## config.mk

```make
export PLATFORM = sky130hd
export DESIGN_NAME = rop_mix_unit
export DESIGN_NICKNAME = d
export VERILOG_FILES = /design/src/rtl/rop_mix_pkg.sv /design/src/rtl/rop_src_sel.sv /design/src/rtl/rop_mix_core.sv /design/src/rtl/rop_mix_unit.sv
export SDC_FILE = /design/constraint.sdc
export NUM_CORES = 1
export LEC_CHECK = 0
export BUFFER_PORTS_ARGS = -buffer_cell sky130_fd_sc_hd__buf_2
export CORE_ASPECT_RATIO = 1.1
export CORE_MARGIN = 1
export CORE_UTILIZATION = 30
export CTS_CLUSTER_SIZE = 16
export DETAILED_ROUTE_END_ITERATION = 16
export HOLD_SLACK_MARGIN = 0.15
export SYNTH_ARGS = -nofsm -noshare
export SYNTH_HDL_FRONTEND = slang
export SYNTH_SLANG_ARGS = --single-unit
```

## constraint.sdc

```tcl
create_clock -name clk -period 5.8 [get_ports clk]
set_input_delay 0.58 -clock clk [delete_from_list [all_inputs] [get_ports clk]]
set_output_delay 0.58 -clock clk [all_outputs]
set_load 0.05 [all_outputs]
```

## src/rtl/rop_mix_pkg.sv

```systemverilog
package rop_mix_pkg;

    localparam int CODE_W  = 5;
    localparam int SEL_W   = 3;
    localparam int MONO_W  = 2;

    // field positions inside the control words
    localparam int BG_MIX_LSB  = 0;
    localparam int FG_MIX_LSB  = 16;
    localparam int BG_SRC_LSB  = 0;
    localparam int FG_SRC_LSB  = 8;
    localparam int MONO_LSB    = 16;

    typedef enum logic [SEL_W-1:0] {
        SRC_BG    = 3'd0,
        SRC_FG    = 3'd1,
        SRC_HOST  = 3'd2,
        SRC_BLIT  = 3'd3,
        SRC_PAT   = 3'd4,
        SRC_SHADE = 3'd5
    } src_sel_e;

    typedef enum logic [MONO_W-1:0] {
        MONO_ONE  = 2'd0,
        MONO_PAT  = 2'd1,
        MONO_HOST = 2'd2,
        MONO_BLIT = 2'd3
    } mono_sel_e;

    localparam logic [CODE_W-1:0] MIX_AVERAGE = 5'd23;

    function automatic logic code_is_live(input logic [CODE_W-1:0] code);
        return (code[4] == 1'b0) || (code == MIX_AVERAGE);
    endfunction

endpackage

```

## src/rtl/rop_src_sel.sv

```systemverilog
module rop_src_sel
    import rop_mix_pkg::*;
#(
    parameter int PIX_W = 16
) (
    input  logic [SEL_W-1:0] sel,
    input  logic [PIX_W-1:0] bg_color,
    input  logic [PIX_W-1:0] fg_color,
    input  logic [PIX_W-1:0] host_pix,
    input  logic [PIX_W-1:0] blit_pix,
    input  logic [PIX_W-1:0] pat_pix,
    input  logic [PIX_W-1:0] shade_pix,
    output logic [PIX_W-1:0] src_pix
);

    always_comb begin
        case (sel)
            SRC_BG:    src_pix = bg_color;
            SRC_FG:    src_pix = fg_color;
            SRC_HOST:  src_pix = host_pix;
            SRC_BLIT:  src_pix = blit_pix;
            SRC_PAT:   src_pix = pat_pix;
            SRC_SHADE: src_pix = shade_pix;
            default:   src_pix = '0;
        endcase
    end

endmodule

```

## src/rtl/rop_mix_core.sv

```systemverilog
module rop_mix_core
    import rop_mix_pkg::*;
#(
    parameter int CH_W   = 4,
    parameter int NUM_CH = 4,
    localparam int PIX_W = CH_W * NUM_CH
) (
    input  logic [CODE_W-1:0] code,
    input  logic [PIX_W-1:0]  s,
    input  logic [PIX_W-1:0]  d,
    output logic [PIX_W-1:0]  res
);

    logic [PIX_W-1:0] avg_pix;
    logic [PIX_W-1:0] bool_pix;

    // per-channel truncating average; each channel has its own carry
    for (genvar c = 0; c < NUM_CH; c++) begin : g_chan
        logic [CH_W:0] sum_c;
        assign sum_c = {1'b0, d[c*CH_W +: CH_W]} + {1'b0, s[c*CH_W +: CH_W]};
        assign avg_pix[c*CH_W +: CH_W] = sum_c[CH_W:1];
    end

    always_comb begin
        case (code[3:0])
            4'd0:    bool_pix = ~d;
            4'd1:    bool_pix = '0;
            4'd2:    bool_pix = '1;
            4'd3:    bool_pix = d;
            4'd4:    bool_pix = ~s;
            4'd5:    bool_pix = d ^ s;
            4'd6:    bool_pix = ~(d ^ s);
            4'd7:    bool_pix = s;
            4'd8:    bool_pix = ~d | ~s;
            4'd9:    bool_pix = d | ~s;
            4'd10:   bool_pix = ~d | s;
            4'd11:   bool_pix = d | s;
            4'd12:   bool_pix = d & s;
            4'd13:   bool_pix = ~d & s;
            4'd14:   bool_pix = d & ~s;
            default: bool_pix = ~d & ~s;
        endcase
    end

    always_comb begin
        if (!code[4])
            res = bool_pix;
        else if (code == MIX_AVERAGE)
            res = avg_pix;
        else
            res = d;
    end

endmodule

```

## src/rtl/rop_mix_unit.sv

```systemverilog
module rop_mix_unit
    import rop_mix_pkg::*;
#(
    parameter int CH_W   = 4,
    parameter int NUM_CH = 4,
    localparam int PIX_W = CH_W * NUM_CH
) (
    input  logic             clk,
    input  logic             rst_n,
    input  logic             in_valid,
    input  logic [31:0]      mix_ctl,
    input  logic [31:0]      src_ctl,
    input  logic [PIX_W-1:0] wr_mask,
    input  logic [PIX_W-1:0] fg_color,
    input  logic [PIX_W-1:0] bg_color,
    input  logic [PIX_W-1:0] host_pix,
    input  logic [PIX_W-1:0] blit_pix,
    input  logic [PIX_W-1:0] pat_pix,
    input  logic [PIX_W-1:0] shade_pix,
    input  logic [PIX_W-1:0] dst_pix,
    input  logic             host_bit,
    input  logic             blit_bit,
    input  logic             pat_bit,
    output logic             out_valid,
    output logic [PIX_W-1:0] out_pix
);

    localparam int NUM_SIDE = 2;   // index 0 = background, 1 = foreground

    typedef struct packed {
        logic             valid;
        logic [PIX_W-1:0] pix;
    } pipe_t;

    pipe_t st_d, st_q;

    logic [CODE_W-1:0] side_code [NUM_SIDE];
    logic [SEL_W-1:0]  side_sel  [NUM_SIDE];
    logic [PIX_W-1:0]  side_src  [NUM_SIDE];
    logic [PIX_W-1:0]  side_res  [NUM_SIDE];
    logic [MONO_W-1:0] mono_sel;
    logic              mono_bit;
    logic [PIX_W-1:0]  mix_pix;

    assign side_code[0] = mix_ctl[BG_MIX_LSB +: CODE_W];
    assign side_code[1] = mix_ctl[FG_MIX_LSB +: CODE_W];
    assign side_sel[0]  = src_ctl[BG_SRC_LSB +: SEL_W];
    assign side_sel[1]  = src_ctl[FG_SRC_LSB +: SEL_W];
    assign mono_sel     = src_ctl[MONO_LSB +: MONO_W];

    logic unused_ctl_bits;
    assign unused_ctl_bits = ^{mix_ctl[31:21], mix_ctl[15:5],
                               src_ctl[31:18], src_ctl[15:11], src_ctl[7:3]};

    for (genvar g = 0; g < NUM_SIDE; g++) begin : g_side
        rop_src_sel #(.PIX_W(PIX_W)) u_src (
            .sel       (side_sel[g]),
            .bg_color  (bg_color),
            .fg_color  (fg_color),
            .host_pix  (host_pix),
            .blit_pix  (blit_pix),
            .pat_pix   (pat_pix),
            .shade_pix (shade_pix),
            .src_pix   (side_src[g])
        );

        rop_mix_core #(.CH_W(CH_W), .NUM_CH(NUM_CH)) u_mix (
            .code (side_code[g]),
            .s    (side_src[g]),
            .d    (dst_pix),
            .res  (side_res[g])
        );
    end

    always_comb begin
        case (mono_sel)
            MONO_ONE:  mono_bit = 1'b1;
            MONO_PAT:  mono_bit = pat_bit;
            MONO_HOST: mono_bit = host_bit;
            default:   mono_bit = blit_bit;
        endcase
        mix_pix = mono_bit ? side_res[1] : side_res[0];
    end

    always_comb begin
        st_d       = st_q;
        st_d.valid = in_valid;
        if (in_valid)
            st_d.pix = (mix_pix & wr_mask) | (dst_pix & ~wr_mask);
    end

    always_ff @(posedge clk) begin
        if (!rst_n)
            st_q <= '0;
        else
            st_q <= st_d;
    end

    assign out_valid = st_q.valid;
    assign out_pix   = st_q.pix;

    // ---------------- assertions ----------------
    logic both_dead;
    logic const_one_fg;
    assign both_dead    = !code_is_live(side_code[0]) && !code_is_live(side_code[1]);
    assign const_one_fg = (mono_sel == MONO_ONE) && (side_code[1] == 5'd2);

    p_valid_follow_r2: assert property (@(posedge clk) disable iff (!rst_n)
        in_valid |=> out_valid);
    p_valid_drop_r2: assert property (@(posedge clk) disable iff (!rst_n)
        !in_valid |=> !out_valid);
    p_hold_idle_r9: assert property (@(posedge clk) disable iff (!rst_n)
        (!in_valid && out_valid == out_valid) |=> $stable(out_pix));
    p_masked_bits_r8: assert property (@(posedge clk) disable iff (!rst_n)
        in_valid |=> (((out_pix ^ $past(dst_pix)) & ~$past(wr_mask)) == '0));
    p_dead_code_r7: assert property (@(posedge clk) disable iff (!rst_n)
        (in_valid && both_dead) |=> (out_pix == $past(dst_pix)));
    p_const_fg_r3: assert property (@(posedge clk) disable iff (!rst_n)
        (in_valid && const_one_fg) |=> (out_pix == ($past(dst_pix) | $past(wr_mask))));

endmodule

```

# ---- Word level (Yosys, flattened, before mapping)
# Index checks and enable logic that the tools add are counted.
# W data, S select, Z words.
dict set report word_totals {
  register_bits 17
  latchBits 0
  ramBits 0
  rom_bits 0
  inputBits 198
  output_inout_bits 17
  elab_cells 94
  n_memories 0
}
dict set report classes {
  add_sub_neg 8
  n_mul 0
  div_mod_pow 0
  magnitude_cmp 0
  eq_ne 42
  n_shift 0
  muxes 10
  n_bitwise 27
  reduce_logical 5
}
# cell n
set ops {}
lappend ops {{$pmux W16 S15} 2}
lappend ops {{$pmux W16 S6} 2}
lappend ops {{$and A16 B16 Y16} 10}
lappend ops {{$or A16 B16 Y16} 9}
lappend ops {{$not A16 Y16} 6}
lappend ops {{$mux W16} 5}
lappend ops {{$eq A4 B4 Y1 const B} 14}
lappend ops {{$add A4 B4 Y5} 8}
lappend ops {{$eq A4 B3 Y1 const B} 8}
lappend ops {{$xor A16 B16 Y16} 2}
lappend ops {{$eq A4 B2 Y1 const B} 4}
lappend ops {{$eq A3 B2 Y1 const B} 4}
lappend ops {{$eq A3 B3 Y1 const B} 4}
lappend ops {{$eq A5 B5 Y1 const B} 2}
lappend ops {{$eq A4 B1 Y1 const B} 2}
lappend ops {{$logic_not A4 Y1} 2}
lappend ops {{$eq A3 B1 Y1 const B} 2}
lappend ops {{$logic_not A3 Y1} 2}
lappend ops {{$pmux W1 S3} 1}
lappend ops {{$eq A2 B1 Y1 const B} 1}
lappend ops {{$eq A2 B2 Y1 const B} 1}
lappend ops {{$logic_not A2 Y1} 1}

# ---- Depth between registers and ports, before layout
dict set report logic_depth {
  depth_word 9
  ltp_mapped 16
  mapped_depth_nobuf 13
}

# ---- Hierarchy
# From an unflattened synthesis, not the netlist that was laid out.
dict set report unflattened {
  hier_cells 1196
  hier_area_um2 8285.4
}
# mod n_inst cells_per_inst area_per_inst_um2 seq_area_each_um2
set by_module_without_submodules {}
lappend by_module_without_submodules {{rop_mix_core (g_side[1].u_mix)} 1 410 2715.1 0.0}
lappend by_module_without_submodules {{rop_mix_core (g_side[0].u_mix)} 1 401 2621.3 0.0}
lappend by_module_without_submodules {rop_src_sel 2 102 838.3 0.0}
lappend by_module_without_submodules {rop_mix_unit 1 181 1272.5 340.3}

# ---- Worst setup path before layout
# No wires, ideal clock.
dict set report synth_timing {
  path_kind {input-to-reg}
  start {input src_ctl[8]}
  end {register st_q, in the netlist out_pix[6]}
  setup_ns 0.120
  t_arrival_ns 3.246
  required_time_ns 5.680
  setup_slack_ns 2.434
  cell_stages 12
  path_buffers 2
  cell_sequence {buf_6 -> buf_2 -> mux2_1 -> a221oi_1 -> inv_1 -> ha_1 -> a21oi_1 -> or3_1 -> a22o_1 -> a311oi_1 -> nor4_1 -> a211o_1}
}
dict set report synth_via {
  elab_chain_cells 9
  elab_cells_between_ends 25
  classes_between {add/sub (1); eq/ne (5); mux (5); bitwise (13); reduce/logical (1)}
}
# item line
set synth_rtl {}
lappend synth_rtl {{start: declaration} rop_mix_unit.sv:12} ;# input logic [31:0] src_ctl,
lappend synth_rtl {{$eq A3 B3 Y1 (tied with other cells)} rop_src_sel.sv:17} ;# case (sel)
lappend synth_rtl {{$pmux W16 S6 *} rop_src_sel.sv:17}
lappend synth_rtl {{branches (longest 3 deep; another with $add A4 B4 Y5)} n/a}
lappend synth_rtl {{$mux W16 *} rop_mix_core.sv:46} ;# if (!code[4])
lappend synth_rtl {{$mux W16 *} rop_mix_unit.sv:82} ;# mix_pix = mono_bit ? side_res[1] : side_res[0];
lappend synth_rtl {{$and A16 B16 Y16 *} rop_mix_unit.sv:89} ;# st_d.pix = (mix_pix & wr_mask) | (dst_pix & ~wr_mask);
lappend synth_rtl {{$or A16 B16 Y16 *} rop_mix_unit.sv:89}
lappend synth_rtl {{end signal: assignment} rop_mix_unit.sv:96} ;# st_q <= st_d;
lappend synth_rtl {{end: declaration} rop_mix_unit.sv:35} ;# pipe_t st_d, st_q;
# Every way passes the cells marked *.
# A chain may end at the register's enable or synchronous reset.

# ---- Final worst setup path
dict set report layout_timing {
  start {input src_ctl[1]}
  end {register st_q, in the netlist out_pix[1]}
}
# The elaborated chain is that of the path after synthesis.

==> out/metrics.cfg <==
[min_path]
hold_path_end = out_pix[4]$_SDFFE_PN0P_
holdCritStartpoint = out_pix[4]$_SDFFE_PN0P_
hold_path.class = reg2reg
holdPathStages = 2

[route]
wl_met3_um = 3420
first_iter_violations = 1224
top_layer_used = met4
vias = 9304
ant_nets = 0
wl_um = 33100
drt-wirelength-per-cell_um = 22.2
viasPerCell = 6.24
route.met2.wl_um = 14500
wl_met1_um = 14200
first_pass_iters = 8
drc_errors = 0

[floorplan]
fp.dieW_um = 154
die_y_um = 169
start_util_pct = 30.9
fp.dieArea_um2 = 26000
rows = 60
ioPinCount = 215
coreArea_um2 = 24700

[logic_synthesis]
synth-xor-area-share_pct = 6.21
synth-simple-area-share_pct = 20.6
synth_most_common_cell = nand2_1
ys_seq_area_share_pct = 4.47
synthMuxAreaShare_pct = 15.2
synth_common_cells = nand2_1, o21ai_0, nor2_1, clkbuf_1, a21oi_1
yosys_warnings = 0
synth_fp_nets = 1346
ys.flop_type = dfxtp_1
synth_top_family_by_area = compound AO/OA/AOI/OAI gates
synth_top_cell_by_area = o21ai_0
synth_edf_count = 0
synthCells = 1108
synth_area_um2 = 7620
synth.avg_cell_area_um2 = 6.88
synthTopCellsByArea = o21ai_0, ha_1, mux2i_1
synth_seq_cells = 17
synth_compound_gate_area_share_pct = 37.2
async_flop_share_pct = 0
yosysTopAreaCellShare_pct = 5.65
synthAdderAreaFrac_pct = 7.62
synth_cell_types = 84

[cts]
cts_buffer_depth = 2
hold_buffers = 0
cts_buffers = 3
postCtsSetupRepairBufs = 0
cts-resized-gates = 0
clkTransAtPathRegs_ns = 0.06
cts_tree = done
clkSinkCount = 17
cts-root-buf = clkbuf_16
clock_latency_ns = 0.26
htreeDepth = 1

[pwr]
irDropWorstVdd_v = 0.0000869
power_density_nw_per_um2 = 131
p_sw_uw = 590
pwr-share-seq_pct = 12.4
leakagePower_uw = 0.00354
combPwrFrac_pct = 74.3
clkPwrFrac_pct = 13.3
p_int_uw = 536
swShare_pct = 52.4

[timing]
min_period_ns = 4.19
clock_skew_ns = 0
relSlewSlack_pct = 20.4
rsz0062_at_grt = no
fin_ws_ns = 1.61
worst_slew_pin_slew_ns = 1.19
finalSetupViolCount = 0
finalSetupTns_ns = 0
slew_violations = 0
finalHoldViolCount = 0
max_freq_mhz = 239
timing.final.crit_share_pct = 72.3

[worst_setup_path]
crit_slowest_cell = nor2b_1
worstSetupEndpointType = flop
worstPathArrival_ns = 4.33
critPathMaxStageDelay_ns = 0.65
r2r_setup_slack_ns = 4.55
worstSetupPathType = in2reg
timing.rr.start = out_pix[10]$_SDFFE_PN0P_
path_cells = buf_2 -> nor2b_1 -> a221o_1 -> o21ai_0 -> inv_1 -> ha_1 -> inv_1 -> fa_1 -> nor2b_1 -> o311ai_0 -> a21boi_0 -> and4b_1 -> nor3_1 -> o211ai_1
critPathMaxFanout = 21
ff2ff_path_depth = 5
start_kind = input pin
timing.rr.end = out_pix[10]$_SDFFE_PN0P_
path_delay_family = simple AND/OR/NAND/NOR gates
crit_buf_inv = 3
required_ns = 5.94

[placed_design]
post-place-ws_ns = 1.39
dp_hpwl_um = 25500
numPortBuffers = 168
gp_congestion = 0.980

[status]
status = finished, final reports clean

[global_routing]
antenna_found_initial = 0
overflow = 0
track_usage_pct = 24.7
grt_pass1_wl_um = 50200
first_global_vias = 8541
grt_max_degree = 58

[finish]
drive_gt1_share_pct = 20.4
fin_nets = 1420
nFillCells = 2676
multi_input_area_um2 = 6620
seq_area_um2 = 340
n_antenna_cell = 0
syn2layout_area_growth_pct = 12.5

[job]
maxCapViolCount = 0

-- state kept, by name, indices dropped and copies added, names as in the netlist --
signal	flops
out_pix	16
out_valid	1
-- how the worst max path moves through the flow --
stage                    start                       to  slack [ns]  depth (start not counted)
global placement    src_ctl[1]  out_pix[1]$_SDFFE_PN0P_        1.43                         14
CTS                 src_ctl[1]  out_pix[1]$_SDFFE_PN0P_        1.65                         14
finish              src_ctl[1]  out_pix[1]$_SDFFE_PN0P_        1.61                         14
detailed placement  src_ctl[1]  out_pix[1]$_SDFFE_PN0P_        1.39                         14
floorplan           src_ctl[8]  out_pix[6]$_SDFFE_PN0P_        2.43                         12
global route        src_ctl[1]  out_pix[1]$_SDFFE_PN0P_        1.34                         14
-- cell usage in the layout, fill, tap and decap left out, drive strengths merged, types with 9 or more instances in the layout --
| cell type | n |
|---|---|
| xor2 | 17 |
| o22ai | 14 |
| nor2 | 79 |
| nand2b | 11 |
| a221oi | 13 |
| a21o | 15 |
| mux2i | 38 |
| o211ai | 23 |
| ha | 32 |
| nor3 | 16 |
| a211oi | 25 |
| dfxtp | 17 |
| mux2 | 41 |
| o21ai | 91 |
| nand2 | 94 |
| nand4 | 10 |
| xnor2 | 37 |
| nand3 | 28 |
| nor2b | 32 |
| a22oi | 23 |
| mux4 | 14 |
| a21oi | 75 |
| o311ai | 9 |
| a311oi | 9 |
| and3 | 9 |
| o2111ai | 14 |
| inv | 56 |
| buf | 179 |
| a31oi | 19 |
-- kinds of logic after synthesis --
family,Yosys count
muxes,93
AOI/OAI and AO/OA,415
xor gates and xnor gates,54
adders and majority gates,42
buffers and inverters,168
and+or+nand+nor,319
DFF,17
-- area by class of cell --
type / instances / share of cell area [%]
Multi-Input combinational cell: 923 / 77.3
Inverter: 58 / 2.54
Tap cell: 310 / 4.52
Clock inverter: 1 / 0.0584
Timing Repair Buffer: 179 / 10.8
Clock buffer: 3 / 0.876
Sequential cell: 17 / 3.97
-- per-stage QoR --
stage | utilization (%) | cells | cell area, um^2 | power [uW] | hold WS, ns
2_1_floorplan | - | 1108 | 7620 | 708 | 0.694
3_3_place_gp | 34.4 | 1487 | 8490 | 950 | 0.458
3_5_place_dp | 34.4 | 1487 | 8490 | 956 | 0.461
4_1_cts | 34.7 | 1491 | 8570 | 1110 | 0.476
5_1_grt | 34.7 | 1491 | 8570 | 1200 | 0.502
6_report | 34.7 | 1491 | 8570 | 1130 | 0.476
-- power groups by stage --
stage | logic, uW | clock network (uW) | registers, uW
6_report | 837 | 149 | 140
5_1_grt | 901 | 157 | 141
4_1_cts | 819 | 150 | 139
3_5_place_dp | 815 | 0 | 142
3_3_place_gp | 808 | 0 | 141
2_1_floorplan | 526 | 0 | 182
-- routing by layer --
metal,track usage (%),vias up
met2,39.5,545
met4,7.39,0
met1,33.3,4358
met3,5.03,64
li1,-,4337
met5,0,-
-- worst reg2reg max path: stages, from the launching register on --
cell     delay [ns]
dfxtp_1        0.31
inv_1          0.07
a21oi_1        0.08
nor2b_1        0.15
a32o_1         0.28
a32o_1         0.25
No activity file was read; power rests on OpenSTA's default activity.
